===== src/rtl/osc_div_pkg.sv =====
package osc_div_pkg;

  localparam int HS_COUNT = 6;
  localparam int HS_IDX_W = 3;

  typedef enum logic [1:0] {
    ST_IDLE = 2'd0,
    ST_SEEK = 2'd1,
    ST_TEST = 2'd2
  } srch_state_t;

  // allowed high-speed divider values, in scan order
  function automatic logic [3:0] hs_entry(input int idx);
    case (idx)
      0:       hs_entry = 4'd4;
      1:       hs_entry = 4'd5;
      2:       hs_entry = 4'd6;
      3:       hs_entry = 4'd7;
      4:       hs_entry = 4'd9;
      default: hs_entry = 4'd11;
    endcase
  endfunction

endpackage


===== src/rtl/odsearch_tracker.sv =====
// Keeps the smallest multiple of HS that is >= the current candidate,
// with the matching quotient. Steps by one multiple per clock when behind.
module odsearch_tracker #(
  parameter int DIV_W = 12,
  parameter int HS    = 4
) (
  input  logic             clk,
  input  logic             rst,
  input  logic             load_i,
  input  logic             step_i,
  input  logic [DIV_W-1:0] cand_i,
  output logic [DIV_W:0]   mult_o,
  output logic [DIV_W-1:0] quot_o,
  output logic             ready_o
);

  localparam logic [DIV_W:0]   HS_EXT = (DIV_W+1)'(HS);
  localparam logic [DIV_W-1:0] Q_ONE  = DIV_W'(1);

  logic [DIV_W:0]   mult_q;
  logic [DIV_W-1:0] quot_q;
  logic             behind;

  assign behind = mult_q < {1'b0, cand_i};

  always_ff @(posedge clk) begin
    if (rst || load_i) begin
      mult_q <= HS_EXT;
      quot_q <= Q_ONE;
    end else if (step_i && behind) begin
      mult_q <= mult_q + HS_EXT;
      quot_q <= quot_q + Q_ONE;
    end
  end

  assign mult_o  = mult_q;
  assign quot_o  = quot_q;
  assign ready_o = !behind;

  // outside a reload the tracked multiple never moves down
  a_r1_mult_monotonic: assert property (@(posedge clk) disable iff (rst)
    !load_i |=> (mult_q >= $past(mult_q)));

  // one step advances exactly one multiple
  a_r3_step_size: assert property (@(posedge clk) disable iff (rst)
    (!load_i && step_i && behind) |=> (mult_q == $past(mult_q) + HS_EXT));

endmodule


===== src/rtl/odsearch_ctrl.sv =====
module odsearch_ctrl
  import osc_div_pkg::*;
#(
  parameter int DIV_W = 12
) (
  input  logic                           clk,
  input  logic                           rst,
  input  logic                           start_i,
  input  logic [DIV_W-1:0]               lo_i,
  input  logic [DIV_W-1:0]               hi_i,
  input  logic [HS_COUNT-1:0][DIV_W:0]   mult_i,
  input  logic [HS_COUNT-1:0][DIV_W-1:0] quot_i,
  input  logic [HS_COUNT-1:0]            ready_i,
  output logic                           load_o,
  output logic                           step_o,
  output logic [DIV_W-1:0]               cand_o,
  output logic [3:0]                     hs_val_o,
  output logic [2:0]                     hs_code_o,
  output logic [DIV_W-1:0]               n1_val_o,
  output logic [DIV_W-1:0]               n1_code_o,
  output logic                           done_o,
  output logic                           err_o
);

  localparam logic [HS_IDX_W-1:0] LAST_IDX = HS_IDX_W'(HS_COUNT - 1);
  localparam logic [DIV_W-1:0]    ONE      = DIV_W'(1);

  srch_state_t         state_q;
  logic [DIV_W-1:0]    cand_q;
  logic [DIV_W-1:0]    hi_q;
  logic [HS_IDX_W-1:0] idx_q;
  logic [3:0]          hs_val_q;
  logic [2:0]          hs_code_q;
  logic [DIV_W-1:0]    n1_val_q;
  logic [DIV_W-1:0]    n1_code_q;
  logic                done_q;
  logic                err_q;

  logic             accept;
  logic             all_ready;
  logic [DIV_W:0]   sel_mult;
  logic [DIV_W-1:0] sel_quot;
  logic             hit;
  logic [3:0]       sel_hs;

  assign accept    = (state_q == ST_IDLE) && start_i;
  assign all_ready = &ready_i;
  assign sel_mult  = mult_i[idx_q];
  assign sel_quot  = quot_i[idx_q];
  assign hit       = (sel_mult == {1'b0, cand_q}) &&
                     ((sel_quot == ONE) || !sel_quot[0]);
  assign sel_hs    = hs_entry(int'(idx_q));

  always_ff @(posedge clk) begin
    if (rst) begin
      state_q   <= ST_IDLE;
      cand_q    <= '0;
      hi_q      <= '0;
      idx_q     <= '0;
      hs_val_q  <= '0;
      hs_code_q <= '0;
      n1_val_q  <= '0;
      n1_code_q <= '0;
      done_q    <= 1'b0;
      err_q     <= 1'b0;
    end else begin
      done_q <= 1'b0;
      case (state_q)
        ST_IDLE: begin
          if (start_i) begin
            cand_q <= lo_i;
            hi_q   <= hi_i;
            idx_q  <= '0;
            if (lo_i > hi_i) begin
              done_q    <= 1'b1;
              err_q     <= 1'b1;
              hs_val_q  <= '0;
              hs_code_q <= '0;
              n1_val_q  <= '0;
              n1_code_q <= '0;
            end else begin
              state_q <= ST_SEEK;
            end
          end
        end
        ST_SEEK: begin
          if (all_ready) begin
            state_q <= ST_TEST;
            idx_q   <= '0;
          end
        end
        ST_TEST: begin
          if (hit) begin
            state_q   <= ST_IDLE;
            done_q    <= 1'b1;
            err_q     <= 1'b0;
            hs_val_q  <= sel_hs;
            hs_code_q <= 3'(sel_hs - 4'd4);
            n1_val_q  <= sel_quot;
            n1_code_q <= (sel_quot == ONE) ? '0 : sel_quot - ONE;
          end else if (idx_q == LAST_IDX) begin
            if (cand_q == hi_q) begin
              state_q   <= ST_IDLE;
              done_q    <= 1'b1;
              err_q     <= 1'b1;
              hs_val_q  <= '0;
              hs_code_q <= '0;
              n1_val_q  <= '0;
              n1_code_q <= '0;
            end else begin
              cand_q  <= cand_q + ONE;
              state_q <= ST_SEEK;
            end
          end else begin
            idx_q <= idx_q + 1'b1;
          end
        end
        default: state_q <= ST_IDLE;
      endcase
    end
  end

  assign load_o    = accept;
  assign step_o    = (state_q == ST_SEEK);
  assign cand_o    = cand_q;
  assign hs_val_o  = hs_val_q;
  assign hs_code_o = hs_code_q;
  assign n1_val_o  = n1_val_q;
  assign n1_code_o = n1_code_q;
  assign done_o    = done_q;
  assign err_o     = err_q;

  // completion is a single-cycle pulse
  a_r7_done_single: assert property (@(posedge clk) disable iff (rst)
    done_q |=> !done_q);

  // bounds latched for a running search do not change
  a_r8_bounds_locked: assert property (@(posedge clk) disable iff (rst)
    (state_q != ST_IDLE) |=> $stable(hi_q));

  // candidates never go down during a search
  a_r1_cand_upward: assert property (@(posedge clk) disable iff (rst)
    (state_q != ST_IDLE) |=> (cand_q >= $past(cand_q)));

  // inverted bounds answer with error on the next cycle
  a_r9_inverted_err: assert property (@(posedge clk) disable iff (rst)
    ((state_q == ST_IDLE) && start_i && (lo_i > hi_i)) |=> (done_q && err_q));

  // a reported N1 is 1 or even
  a_r3_n1_legal: assert property (@(posedge clk) disable iff (rst)
    (done_q && !err_q) |-> ((n1_val_q == ONE) || !n1_val_q[0]));

  // the N1 code of an even N1 is odd
  a_r6_n1_code_odd: assert property (@(posedge clk) disable iff (rst)
    (done_q && !err_q && (n1_val_q != ONE)) |-> n1_code_q[0]);

  // an error clears the result fields
  a_r4_err_zero: assert property (@(posedge clk) disable iff (rst)
    (done_q && err_q) |-> ((hs_val_q == 4'd0) && (n1_val_q == '0)));

  // 8 and 10 are never selected
  a_r2_hs_table: assert property (@(posedge clk) disable iff (rst)
    (done_q && !err_q) |-> ((hs_val_q != 4'd8) && (hs_val_q != 4'd10) &&
                            (hs_val_q >= 4'd4) && (hs_val_q <= 4'd11)));

endmodule


===== src/rtl/osc_div_search.sv =====
module osc_div_search
  import osc_div_pkg::*;
#(
  parameter int DIV_W = 12
) (
  input  logic             clk,
  input  logic             rst,
  input  logic             start_i,
  input  logic [DIV_W-1:0] lo_i,
  input  logic [DIV_W-1:0] hi_i,
  output logic [3:0]       hs_val_o,
  output logic [2:0]       hs_code_o,
  output logic [DIV_W-1:0] n1_val_o,
  output logic [DIV_W-1:0] n1_code_o,
  output logic             done_o,
  output logic             err_o
);

  logic [HS_COUNT-1:0][DIV_W:0]   mult;
  logic [HS_COUNT-1:0][DIV_W-1:0] quot;
  logic [HS_COUNT-1:0]            ready;
  logic                           load;
  logic                           step;
  logic [DIV_W-1:0]               cand;

  for (genvar g = 0; g < HS_COUNT; g++) begin : g_trk
    odsearch_tracker #(
      .DIV_W (DIV_W),
      .HS    (int'(hs_entry(g)))
    ) trk_i (
      .clk     (clk),
      .rst     (rst),
      .load_i  (load),
      .step_i  (step),
      .cand_i  (cand),
      .mult_o  (mult[g]),
      .quot_o  (quot[g]),
      .ready_o (ready[g])
    );
  end

  odsearch_ctrl #(
    .DIV_W (DIV_W)
  ) ctrl_i (
    .clk       (clk),
    .rst       (rst),
    .start_i   (start_i),
    .lo_i      (lo_i),
    .hi_i      (hi_i),
    .mult_i    (mult),
    .quot_i    (quot),
    .ready_i   (ready),
    .load_o    (load),
    .step_o    (step),
    .cand_o    (cand),
    .hs_val_o  (hs_val_o),
    .hs_code_o (hs_code_o),
    .n1_val_o  (n1_val_o),
    .n1_code_o (n1_code_o),
    .done_o    (done_o),
    .err_o     (err_o)
  );

endmodule


===== config.mk =====
export PLATFORM = sky130hd
export DESIGN_NAME = osc_div_search
export DESIGN_NICKNAME = d
export VERILOG_FILES = /design/src/rtl/osc_div_pkg.sv /design/src/rtl/odsearch_tracker.sv /design/src/rtl/odsearch_ctrl.sv /design/src/rtl/osc_div_search.sv
export SDC_FILE = /design/constraint.sdc
export NUM_CORES = 1
export LEC_CHECK = 0
export BUFFER_PORTS_ARGS = -buffer_cell sky130_fd_sc_hd__buf_2
export CORE_MARGIN = 2
export CORE_UTILIZATION = 50
export CTS_BUF_LIST = sky130_fd_sc_hd__clkbuf_4
export DETAILED_ROUTE_END_ITERATION = 6
export HOLD_SLACK_MARGIN = 0.03
export PLACE_DENSITY_LB_ADDON = 0.08
export SKIP_CTS_REPAIR_TIMING = 1
export SKIP_LAST_GASP = 1
export SYNTH_ARGS = -nofsm -noshare
export SYNTH_HDL_FRONTEND = slang
export SYNTH_SLANG_ARGS = --single-unit

===== constraint.sdc =====
create_clock -name clk -period 3.4 [get_ports clk]
set_input_delay 0.51 -clock clk [delete_from_list [all_inputs] [get_ports clk]]
set_output_delay 0.51 -clock clk [all_outputs]
set_load 0.03 [all_outputs]

==> impl_metrics.csv <==
group,metric,value,unit
outcome,status,"complete, no violations",
finish,fill_cells,2271,
synthesis,synth-edff-count,0,
drt,dr.first_iter.drc_count,653,
synthesis,synth_cell_types,71,
min_path,min-delay-path-class,"input pin to register",
synthesis,synth_compound_gate_area_share,0.149,
timing,setup_viol,0,
worst_setup_path,max_stage_delay,0.58,ns
timing,drv_slew,0,
timing,max_slew_margin,0.583,
synthesis,synth_top_area_cell,"dfxtp_1",
synthesis,synth_seq_cells,207,
timing,finClkSkew,0.0381,ns
die,fp.dieW,161,um
grt,antenna_found_initial,1,
finish,fin_cells,1895,
timing,rsz0062_at_grt,"false",
power_and_ir_drop,p_int,5.03,mW
clocking,clk_path_buf_depth,3,
synthesis,synthesis.area,12300,um^2
power_and_ir_drop,p_leak,5.57,nW
timing,min_period,3.14,ns
timing,hold_viol_final,0,
drt,viasPerCell,5.60,
grt,grt_usage,0.251,
drt,drtPass1Iterations,5,
drt,wl_per_cell,16.9,um
clocking,cts.htree.levels,2,
worst_setup_path,crit_chain,"buf_12, mux2_2, nand3_1, a31oi_1, nor4_1, nand3_2, or2_4, a221o_1, buf_4, o2bb2ai_1",
synthesis,yosys.area_share.simple,0.198,
placement,gp_congestion,0.908,
synthesis,yosysSeqAreaShare,0.338,
worst_setup_path,startpoint_type,"register",
worst_setup_path,cp_num_buf_inv,2,
power_and_ir_drop,power.density,572,nW/um^2
die,die_h,161,um
finish,final_nets,1655,
die,core,24200,um^2
finish,drive_gt1_frac,0.165,
synthesis,syn-instance-count,1417,
synthesis,synth-xor-area-share,0.105,
placement,hpwl,24300,um
synthesis,yosysTopAreaCellShare,0.338,
flow_run,drv_cap,0,
die,dieArea,25800,um^2
power_and_ir_drop,p_sw_frac,0.368,
worst_setup_path,critical_path_class,"register to register",
drt,wl,32100,um
synthesis,avgSynthCellArea,8.66,um^2
worst_setup_path,critical_path_arrival,3.69,ns
worst_setup_path,endpoint_kind,"register",
power_and_ir_drop,p_switching,2.93,mW
placement,dp.cells,1797,
timing,setup_tns,0,ns
synthesis,synth_top_family_by_area,"simple AND/OR/NAND/NOR gates",
placement,port-buffer-count,59,
synthesis,synthTopCellsByArea,"dfxtp_1, ha_1, xnor2_1",
power_and_ir_drop,p_clk_frac,0.264,
grt,grt_pass1_vias,10000,
power_and_ir_drop,pwr-share-seq,0.380,
worst_setup_path,cp.required,3.95,ns
synthesis,synth_mux_area_frac,0.0656,
worst_setup_path,r2r_setup_slack,0.26,ns
timing,fmax,318,MHz
finish,area_delta_synth_final,13.5,%
die,initial_core_util,0.507,
grt,grt_max_degree,64,
grt,grt_pass1_wl,52500,um
finish,layout_common_cells,"dfxtp_1, nor2_1, nand2_1, ha_1, clkbuf_4",
synthesis,yosysWarningCount,0,
worst_setup_path,critical-path-top-delay-family,"simple AND/OR/NAND/NOR gates",
die,fp-row-count,57,
power_and_ir_drop,total_power,7.96,mW
timing,fin_crit_sh,0.925,
power_and_ir_drop,vdd_drop_max,0.000285,V
synthesis,ys.flop_type,"dfxtp_1",
clocking,cts_tree,"built",
synthesis,syn_nets,1541,
grt,grt.overflow.total,0,
finish,final_common_cell,"dfxtp_1",
drt,ant_nets,0,
synthesis,async_flop_share,0,
worst_setup_path,crit_path_max_fanout,22,
drt,drc_errors,0,
synthesis,synthAdderAreaFrac,0.0989,
clocking,clk_transition_reported_paths,0.07,ns
die,ioPinCount,60,
worst_setup_path,slowest_stage,"dfxtp_2",
clocking,cts_buffers,56,
timing,holdWs,0.0940,ns
clocking,worstSkewPairLatency,0.69,ns
clocking,cts-root-buf,"clkbuf_4",
power_and_ir_drop,combinationalPowerShare,0.356,
drt,vias,10600,
timing,max_slew.worst_pin.slew,0.619,ns
clocking,cts_num_sinks,207,
## worst min-delay path, cell delays in order
cell,delay (ns)
buf_2,0.11
nand2_1,0.05
a21oi_1,0.05
## per-stage QoR
stage	util	instance area (um^2)	worst slack [ns]
detailed placement	0.547	13200	0.0890
floorplan	-	12300	0.354
finish	0.576	13900	0.255
global route	0.576	13900	0.0201
CTS	0.575	13900	0.0537
global placement	0.547	13200	0.105
## power groups by stage
stage	logic [mW]	clock network [mW]	registers, mW
final	2.83	2.11	3.02
after global placement	2.75	0	3.07
after detailed placement	2.80	0	3.07
after CTS	2.82	2.18	3.02
after global routing	3.19	2.31	3.07
after floorplan	2.01	0	2.96
## final cells by class
cell class / instances / area, um^2 / area share
Antenna cell: 3 / 7.51 / 0.000539
Multi-Input combinational cell: 1087 / 7590 / 0.546
Clock buffer: 81 / 608 / 0.0437
Inverter: 51 / 191 / 0.0138
Sequential cell: 207 / 4150 / 0.298
Tap cell: 324 / 405 / 0.0291
Timing Repair Buffer: 128 / 901 / 0.0647
Clock inverter: 14 / 63.8 / 0.00458
## state kept, by name, indices dropped and copies added, names as in the netlist
name                cells
ctrl_i.hi_q            12
ctrl_i.state_q          2
ctrl_i.hs_val_o         2
ctrl_i.cand_o          12
ctrl_i.err_o            1
ctrl_i.idx_q            3
ctrl_i.n1_val_o        12
g_trk.trk_i.quot_o     72
g_trk.trk_i.mult_o     75
ctrl_i.n1_code_o       12
ctrl_i.done_o           1
ctrl_i.hs_code_o        3
## cell usage after synthesis (all sizes together), types with 42 or more instances
master / count
mux2i: 50
dfxtp: 207
xnor2: 80
inv: 51
nand3: 53
ha: 97
nand2: 117
a21oi: 77
xor2: 67
nor2: 182
o21ai: 51
clkbuf: 42
## per-layer routing
metal | track usage | up-vias | part of all wire
met1 | 0.364 | 5003 | 0.49
met3 | 0.0362 | 36 | 0.057
met5 | 0 | - | 0
met2 | 0.394 | 282 | 0.44
li1 | - | 5294 | -
met4 | 0.0627 | 0 | 0.014
## logic make-up after synthesis
kind of cell | Yosys count
AO/OA/AOI/OAI | 264
adder cells (fa/ha/maj) | 97
multiplexers | 69
flip-flops | 207
buffers and inverters | 123
XOR/XNOR | 147
AND/OR/NAND/NOR | 510
## worst paths after layout
kind                        start                   to  depth (start not counted)
setup / recovery  ctrl_i.idx_q[0]  ctrl_i.n1_code_o[2]                         10
hold / removal            hi_i[3]       ctrl_i.hi_q[3]                          3
setup reg to reg  ctrl_i.idx_q[0]  ctrl_i.n1_code_o[2]                         10
hold reg to reg      ctrl_i.err_o         ctrl_i.err_o                          2
No activity file was read; power rests on OpenSTA's default activity.
